## src/rtl/fsw_pkg.sv

```systemverilog
package fsw_pkg;
    localparam int WORD_W    = 72;
    localparam int DATA_W    = 64;
    localparam int SOF_BIT   = 64;
    localparam int EOF_BIT   = 65;
    localparam int NB_LSB    = 66;
    localparam int NB_W      = 3;
    localparam int ABORT_BIT = 69;

    typedef enum logic [1:0] {
        ST_IDLE    = 2'd0,
        ST_FRAME   = 2'd1,
        ST_DISCARD = 2'd2
    } lane_st_e;

    typedef enum logic [1:0] {
        ACT_NONE  = 2'd0,
        ACT_PASS  = 2'd1,
        ACT_DROP  = 2'd2,
        ACT_ABORT = 2'd3
    } lane_act_e;
endpackage

```

## src/rtl/fsw_errcnt.sv

```systemverilog
module fsw_errcnt #(
    parameter int CNT_W = 16
) (
    input  logic             clk,
    input  logic             rst_n,
    input  logic             inc,
    output logic [CNT_W-1:0] count
);
    localparam logic [CNT_W-1:0] CNT_MAX = '1;

    always_ff @(posedge clk) begin
        if (!rst_n) begin
            count <= '0;
        end else if (inc && count != CNT_MAX) begin
            count <= count + 1'b1;
        end
    end
endmodule

```

## src/rtl/fsw_lane.sv

```systemverilog
module fsw_lane
    import fsw_pkg::*;
(
    input  logic              clk,
    input  logic              rst_n,
    input  logic              in_valid,
    output logic              in_ready,
    input  logic [WORD_W-1:0] in_word,
    output logic              out_valid,
    input  logic              out_ready,
    output logic [WORD_W-1:0] out_word,
    output logic              drop
);
    lane_st_e          st_q, st_nxt;
    lane_act_e         act;
    logic              fire;
    logic              w_sof, w_eof;
    logic [WORD_W-1:0] abort_word;

    assign in_ready = !out_valid || out_ready;
    assign fire     = in_valid && in_ready;
    assign w_sof    = in_word[SOF_BIT];
    assign w_eof    = in_word[EOF_BIT];

    always_comb begin
        abort_word            = '0;
        abort_word[EOF_BIT]   = 1'b1;
        abort_word[ABORT_BIT] = 1'b1;
    end

    // state register
    always_ff @(posedge clk) begin
        if (!rst_n) begin
            st_q <= ST_IDLE;
        end else begin
            st_q <= st_nxt;
        end
    end

    // next state and action
    always_comb begin
        act    = ACT_NONE;
        st_nxt = st_q;
        if (fire) begin
            unique case (st_q)
                ST_IDLE, ST_DISCARD: begin
                    if (w_sof) begin
                        act    = ACT_PASS;
                        st_nxt = w_eof ? ST_IDLE : ST_FRAME;
                    end else begin
                        act    = ACT_DROP;
                        st_nxt = ST_DISCARD;
                    end
                end
                ST_FRAME: begin
                    if (w_sof) begin
                        act    = ACT_ABORT;
                        st_nxt = ST_DISCARD;
                    end else begin
                        act    = ACT_PASS;
                        st_nxt = w_eof ? ST_IDLE : ST_FRAME;
                    end
                end
                default: begin
                    act    = ACT_NONE;
                    st_nxt = ST_IDLE;
                end
            endcase
        end
    end

    assign drop = (act == ACT_DROP) || (act == ACT_ABORT);

    // output holding register
    always_ff @(posedge clk) begin
        if (!rst_n) begin
            out_valid <= 1'b0;
            out_word  <= '0;
        end else if (act == ACT_PASS) begin
            out_valid <= 1'b1;
            out_word  <= in_word;
        end else if (act == ACT_ABORT) begin
            out_valid <= 1'b1;
            out_word  <= abort_word;
        end else if (out_ready) begin
            out_valid <= 1'b0;
        end
    end
endmodule

```

## src/rtl/fsw_switch.sv

```systemverilog
module fsw_switch
    import fsw_pkg::*;
#(
    parameter int NPORT = 4,
    parameter int CNT_W = 16
) (
    input  logic                    clk,
    input  logic                    rst_n,
    input  logic [NPORT-1:0]        in_valid,
    output logic [NPORT-1:0]        in_ready,
    input  logic [NPORT*WORD_W-1:0] in_word,
    output logic [NPORT-1:0]        out_valid,
    input  logic [NPORT-1:0]        out_ready,
    output logic [NPORT*WORD_W-1:0] out_word,
    input  logic [$clog2(NPORT)-1:0] cnt_sel,
    output logic [CNT_W-1:0]        cnt_data
);
    localparam int SEL_W = $clog2(NPORT);

    logic [NPORT-1:0] drop;
    logic [CNT_W-1:0] cnt_arr [NPORT];

    for (genvar k = 0; k < NPORT; k++) begin : g_lane
        localparam int DST = (k + 1) % NPORT;

        fsw_lane u_lane (
            .clk      (clk),
            .rst_n    (rst_n),
            .in_valid (in_valid[k]),
            .in_ready (in_ready[k]),
            .in_word  (in_word[k*WORD_W +: WORD_W]),
            .out_valid(out_valid[DST]),
            .out_ready(out_ready[DST]),
            .out_word (out_word[DST*WORD_W +: WORD_W]),
            .drop     (drop[k])
        );

        fsw_errcnt #(.CNT_W(CNT_W)) u_cnt (
            .clk  (clk),
            .rst_n(rst_n),
            .inc  (drop[k]),
            .count(cnt_arr[k])
        );
    end

    always_comb begin
        cnt_data = '0;
        for (int k = 0; k < NPORT; k++) begin
            if (cnt_sel == SEL_W'(k)) cnt_data = cnt_arr[k];
        end
    end
endmodule

```

## config.mk

```make
export PLATFORM = sky130hd
export DESIGN_NAME = fsw_switch
export DESIGN_NICKNAME = d
export VERILOG_FILES = /design/src/rtl/fsw_pkg.sv /design/src/rtl/fsw_errcnt.sv /design/src/rtl/fsw_lane.sv /design/src/rtl/fsw_switch.sv
export SDC_FILE = /design/constraint.sdc
export NUM_CORES = 1
export LEC_CHECK = 0
export ABC_AREA = 1
export ABC_CLOCK_PERIOD_IN_PS = 3300
export CAP_MARGIN = 20
export CELL_PAD_IN_SITES_DETAIL_PLACEMENT = 0
export CELL_PAD_IN_SITES_GLOBAL_PLACEMENT = 1
export CORE_AREA = 2 2 239 241
export DETAILED_ROUTE_END_ITERATION = 8
export DIE_AREA = 0 0 241 243
export DONT_BUFFER_PORTS = 1
export PLACE_DENSITY = 0.64
export SYNTH_ARGS = -nofsm -noshare
export SYNTH_HDL_FRONTEND = slang
export SYNTH_HIERARCHICAL = 1
export SYNTH_SLANG_ARGS = --single-unit
```

## constraint.sdc

```tcl
create_clock -name clk -period 3.3 [get_ports clk]
set_input_delay 0.33 -clock clk [delete_from_list [all_inputs] [get_ports clk]]
set_output_delay 0.33 -clock clk [all_outputs]
set_load 0.01 [all_outputs]
```

== After elaboration in Yosys (flattened, before gate mapping) ==
Cells that the tools add are included.

* Add/subtract/negate cells: 4
* Equality and inequality tests: 27
* Mux-type cells: 56
* Reductions and logical operators: 37

{| class="wikitable"
|+ Operators with widths
! kind !! count
|-
| 2-to-1 mux 72 bit || 8
|-
| adder 16 x 1 -> 16 bit, second input constant || 4
|-
| 2-to-1 mux 16 bit || 4
|-
| inequality test 16 bit, second input constant || 4
|-
| 2-to-1 mux 2 bit || 20
|-
| one-hot mux 2 bit (2 select lines) || 8
|-
| equality test 2 bit, second input constant || 14
|-
| equality test 2 x 1 -> 1 bit, second input constant || 9
|-
| 2-to-1 mux 1 bit || 16
|-
| nonzero test 3 bit || 4
|-
| zero test 2 bit || 5
|-
| logical AND 1 bit || 8
|-
| logical OR 1 bit || 8
|-
| nonzero test 2 bit || 4
|-
| OR reduction 2 bit || 4
|-
| zero test 1 bit || 4
|}

* Bits in registers: 364
* Input port bits: 300
* Output and inout bits: 312
* Logic and storage cells: 140

== Logic depth before layout (Yosys ltp) ==
* Depth in word-level cells: 7
* Depth in mapped cells: 14
* Depth with buffers taken out: 13

== By module ==
Netlist, hierarchy kept.

{| class="wikitable"
|+ By module, submodules not included
! module !! instances !! cells an instance !! area an instance (um^2) !! sequential area each (um^2)
|-
| fsw_lane || 4 || 341 || 2701.3 || 1501.4
|-
| fsw_errcnt || 4 || 149 || 996.0 || 320.3
|-
| fsw_switch || 1 || 94 || 526.8 || 0.0
|}

== Worst setup path before layout ==
Ideal clock, no wire load.

* Path kind: in2reg
* Start: input port out_ready[2]
* End: register g_lane[1].u_cnt.count[13]
* Setup time: 0.115 ns
* Arrival time: 1.536 ns
* Data required time: 3.185 ns
* Setup slack: 1.649 ns
* Stages: 13
* Buffers on the path: 1
* Cells stage by stage: inv_1 nand2_1 nand2_1 inv_1 nand3_1 inv_1 buf_4 nand3_1 or2_0 nor2_1 nand3_1 nand2_1 nor2_1

* Longest elaborated chain between the ends: 6
* Elaborated cells between the ends (all ways): 7
* Those cells by class: eq/ne (2); mux (1); reduce/logical (4)

{| class="wikitable"
|+ RTL lines
! what !! RTL line !! RTL
|-
| start, declared || fsw_switch.sv:13 || <nowiki>input logic [NPORT-1:0] out_ready,</nowiki>
|-
| logical OR 1 bit * || fsw_lane.sv:20 || <nowiki>assign in_ready = !out_valid || out_ready;</nowiki>
|-
| named net in_ready[1] || fsw_switch.sv:10 || <nowiki>output logic [NPORT-1:0] in_ready,</nowiki>
|-
| logical AND 1 bit * || fsw_lane.sv:21 || <nowiki>assign fire = in_valid && in_ready;</nowiki>
|-
| 2-to-1 mux 2 bit * || fsw_lane.sv:44 || <nowiki>if (fire) begin</nowiki>
|-
| equality test 2 bit || fsw_lane.sv:72 || <nowiki>assign drop = (act == ACT_DROP) || (act == ACT_ABORT);</nowiki>
|-
| logical OR 1 bit * || fsw_lane.sv:72 ||
|-
| named net drop[1] || fsw_switch.sv:20 || <nowiki>logic [NPORT-1:0] drop;</nowiki>
|-
| logical AND 1 bit * || fsw_errcnt.sv:14 || <nowiki>end else if (inc && count != CNT_MAX) begin</nowiki>
|-
| end signal, assigned || fsw_errcnt.sv:15 || <nowiki>count <= count + 1'b1;</nowiki>
|-
| end, declared || fsw_errcnt.sv:7 || <nowiki>output logic [CNT_W-1:0] count</nowiki>
|}

The timed path passes the listed nets; every way through them passes the cells marked *.
A chain may end at the register's enable or synchronous reset.

== Worst setup path after layout ==
* Start: register g_lane[3].u_lane.out_valid
* End: register g_lane[3].u_lane.out_word[69]

* Longest elaborated chain between the ends: 6
* Elaborated cells between the ends (all ways): 8
* Those cells by class: eq/ne (2); mux (2); reduce/logical (4)

{| class="wikitable"
|+ RTL lines
! what !! RTL line !! RTL
|-
| start, declared || fsw_lane.sv:9 || <nowiki>output logic out_valid,</nowiki>
|-
| start signal, assigned || fsw_lane.sv:77 || <nowiki>out_valid <= 1'b0;</nowiki>
|-
| start signal, assigned || fsw_lane.sv:80 || <nowiki>out_valid <= 1'b1;</nowiki>
|-
| start signal, assigned || fsw_lane.sv:83 || <nowiki>out_valid <= 1'b1;</nowiki>
|-
| zero test 1 bit * || fsw_lane.sv:20 ||
|-
| logical OR 1 bit * || fsw_lane.sv:20 ||
|-
| named net in_ready[3] || fsw_switch.sv:10 ||
|-
| logical AND 1 bit * || fsw_lane.sv:21 ||
|-
| 2-to-1 mux 2 bit * || fsw_lane.sv:44 ||
|-
| equality test 2 x 1 -> 1 bit or equality test 2 bit (tied branches) || fsw_lane.sv:79, fsw_lane.sv:82 ||
|-
| 2-to-1 mux 72 bit or nonzero test 2 bit (tied branches) || n/a ||
|-
| end signal, assigned || fsw_lane.sv:81 || <nowiki>out_word <= in_word;</nowiki>
|-
| end signal, assigned || fsw_lane.sv:84 || <nowiki>out_word <= abort_word;</nowiki>
|-
| end, declared || fsw_lane.sv:11 || <nowiki>output logic [WORD_W-1:0] out_word,</nowiki>
|}

Marked as above.

==> flow_metrics.tcl <==
set metrics [dict create \
    place.gp.congestion 0.8274 \
    syn_area_um2 15320 \
    synth_top_area_share_pct 47.58 \
    setup_viol 0 \
    internal_power_uw 7957 \
    coreArea_um2 55950 \
    yosysWarnings 6 \
    cp_max_fo 72 \
    synth_area_leaders "dfxtp_1, nand2_1, a21oi_1" \
    r2r_end "g_lane[3].u_lane/out_word[69]" \
    avgViaCountPerCell 4.648 \
    fin_util_pct 35.50 \
    die_area_um2 58560 \
    critPathCapture "g_lane[3].u_lane/out_word[69]" \
    numClockSinks 364 \
    hold_slack_ns 0.07357 \
    n_fill_cell 5833 \
    ios 612 \
    grt_pass1_vias 14030 \
    final_nets 2601 \
    synth_top_family_by_area "simple AND/OR/NAND/NOR gates" \
    insertion_delay_ns 0.56 \
    htreeDepth 2 \
    final_max_slew_viol_count 0 \
    clk_path_buf_depth 3 \
    critPathLaunchType "flop" \
    synth-compound-area-share_pct 10.59 \
    area_growth_pct 29.70 \
    fin_setup_tns_ns 0 \
    ys_ff_latch 364 \
    vias 14350 \
    antenna_left 0 \
    dp_hpwl_mm 34.12 \
    p_sw_uw 2721 \
    grt_pass1_wl_mm 76.60 \
    final_common_cell "nand2_1" \
    finalCriticalPeriod_ns 2.419 \
    r2r_cells 9 \
    synth-seq-area-share_pct 47.58 \
    netlist_instances 2054 \
    cts_inserted_buffers 44 \
    setup.worst_path.end_class "flop" \
    first_pass_iters 6 \
    power.share.clock_pct 45.4 \
    r2r-start "g_lane[3].u_lane/out_valid" \
    ir_drop_uv 368.3 \
    syn_nets 2358 \
    synth_cell_types 25 \
    grt_overflow 0 \
    cp-startpoint "g_lane[3].u_lane/out_valid" \
    wl_per_cell_um 15.96 \
    hold_viol_final 0 \
    hold_path.class "input pin to flop" \
    max-slew-margin-rel_pct 33.37 \
    worstPathArrival_ns 2.87 \
    start_util_pct 27.37 \
    layout_common_cells "nand2_1, dfxtp_1, a21oi_1, dlygate4sd3_1, nor2_1" \
    status "complete, no violations" \
    die_y_um 243 \
    max_slew.worst_pin.slew_ns 0.9981 \
    grt_setup_unrepaired "false" \
    antenna_found_initial 0 \
    pwr-share-seq_pct 45.8 \
    skew_ns 0.02304 \
    placementRows 87 \
    cp_data_required_time_ns 3.75 \
    drv_cap 0 \
    worstSetupPathType "flop to flop" \
    grtUsageTotal_pct 16.14 \
    synth-simple-area-share_pct 33.85 \
    post_cts_resize_count 0 \
    rrSetupSlack_ns 0.88 \
    yosys.area_share.adder_pct 0.3268 \
    cts_tree "yes" \
    path_clk_slew_ns 0.06 \
    grt_max_degree 73 \
    synth_xor_area_share_pct 0 \
    p_leak_uw 0.007573 \
    drive_gt1_share_pct 7.943 \
    yosysTopAreaCell "dfxtp_1" \
    root_buffer "clkbuf_16" \
    timing.final.crit_share_pct 73.29 \
    drc_errors 0 \
    cellPowerDensity_nw_per_um2 537.6 \
    syn_area_per_cell_um2 7.457 \
    switching_share_pct 25.48 \
    io_buffer_count 0 \
    first_iter_violations 782 \
    fmax_mhz 413.5 \
    die_w_um 241 \
    drt_wl_total_mm 49.25 \
    synthMuxAreaShare_pct 0 \
    combPwrFrac_pct 8.9 \
]
==> cell type report <==
cell class                 count  area (um^2)  area share (%)
multi-input combinational   1509         6857           34.52
sequential                   364         7287           36.68
antenna                        1        2.502         0.01260
timing repair buffer         304         3058           15.39
clock inverter                17        210.2           1.058
clock buffer                  61         1226           6.173
inverter                      74        277.8           1.398
tap                          756        945.9           4.762
==> power groups by stage <==
stage	clock network [uW]	logic, uW	registers (uW)
floorplan	0	625	4900
global placement	0	605	4980
detailed placement	0	634	4980
CTS	5020	949	4890
global route	5200	1060	4910
finish	4850	945	4890
==> cell families (layout without fill, tap and decap cells) <==
family,after synthesis,after routing
AOI/OAI and AO/OA,324,324
other,0,1
and+or+nand+nor,1181,1181
buffers and inverters,181,456
adders and majority gates,4,4
DFF,364,364
==> cell usage after synthesis <==
cell,instances
nor2_2,28
clkbuf_1,28
nor3_1,8
nand3_1,100
nor2_1,148
buf_2,1
buf_4,36
ha_1,4
nand4_2,4
dfxtp_1,364
buf_6,33
inv_2,10
a21oi_1,324
nand2_2,24
nor2_4,20
nand3_2,4
buf_12,4
nand2_1,800
clkbuf_4,1
nand2_4,8
inv_1,64
nand4_1,24
nor2_8,9
clkbuf_8,4
or2_0,4
==> what timing repair did <==
| action | 4_1_cts | 5_1_grt |
|---|---|---|
| buffers inserted | 0 | 0 |
| endpoints found under the hold margin | 360 | 0 |
| hold buffers | 293 | 0 |
==> per-stage QoR <==
step                      instance area [um^2]  setup slack (ns)  cells  power, uW
after floorplan                          15320             1.649   2054       5526
after global routing                     19860            0.7095   3085      11170
after CTS                                19860            0.8438   3085      10850
after global placement                   15430             1.071   2712       5589
final                                    19860            0.8815   3086      10680
after detailed placement                 15470             1.007   2714       5616
==> worst max-delay path: stages (launching register included) <==
cell           delay [ns]
dfxtp_1              0.39
nand2_1              0.23
nand2_1              0.18
inv_1                0.09
nand2_2              0.05
buf_4                0.57
nand2_1              0.10
nand2_1              0.09
nor2_1               0.04
dlygate4sd3_1        0.55
==> sequential cells by signal, indices dropped and copies added, names as in the netlist <==
signal,cells
g_lane.u_lane/out_word,288
g_lane.u_cnt/count,64
g_lane.u_lane/out_valid,4
g_lane.u_lane/st_q,8
==> per-layer routing <==
metal / vias up / GRT usage, % / wire length (um)
met2: 489 / 27.87 / 24400
met3: 127 / 4.617 / 3554
met5: - / 0 / 0
met1: 6669 / 18.62 / 19480
met4: 0 / 6.391 / 1814
li1: 7060 / - / -
==> worst min path at each step <==
stage / from / to / cells after the start
global placement: g_lane[0].u_lane/st_q[1] / g_lane[0].u_lane/st_q[1] / 2
finish: in_valid[2] / g_lane[2].u_lane/out_word[69] / 3
detailed placement: g_lane[0].u_lane/st_q[1] / g_lane[0].u_lane/st_q[1] / 2
floorplan: rst_n / g_lane[0].u_lane/out_word[69] / 2
global route: in_valid[2] / g_lane[2].u_lane/out_word[69] / 3
CTS: in_valid[2] / g_lane[2].u_lane/out_word[69] / 3
(Power assumes the default switching activity.)
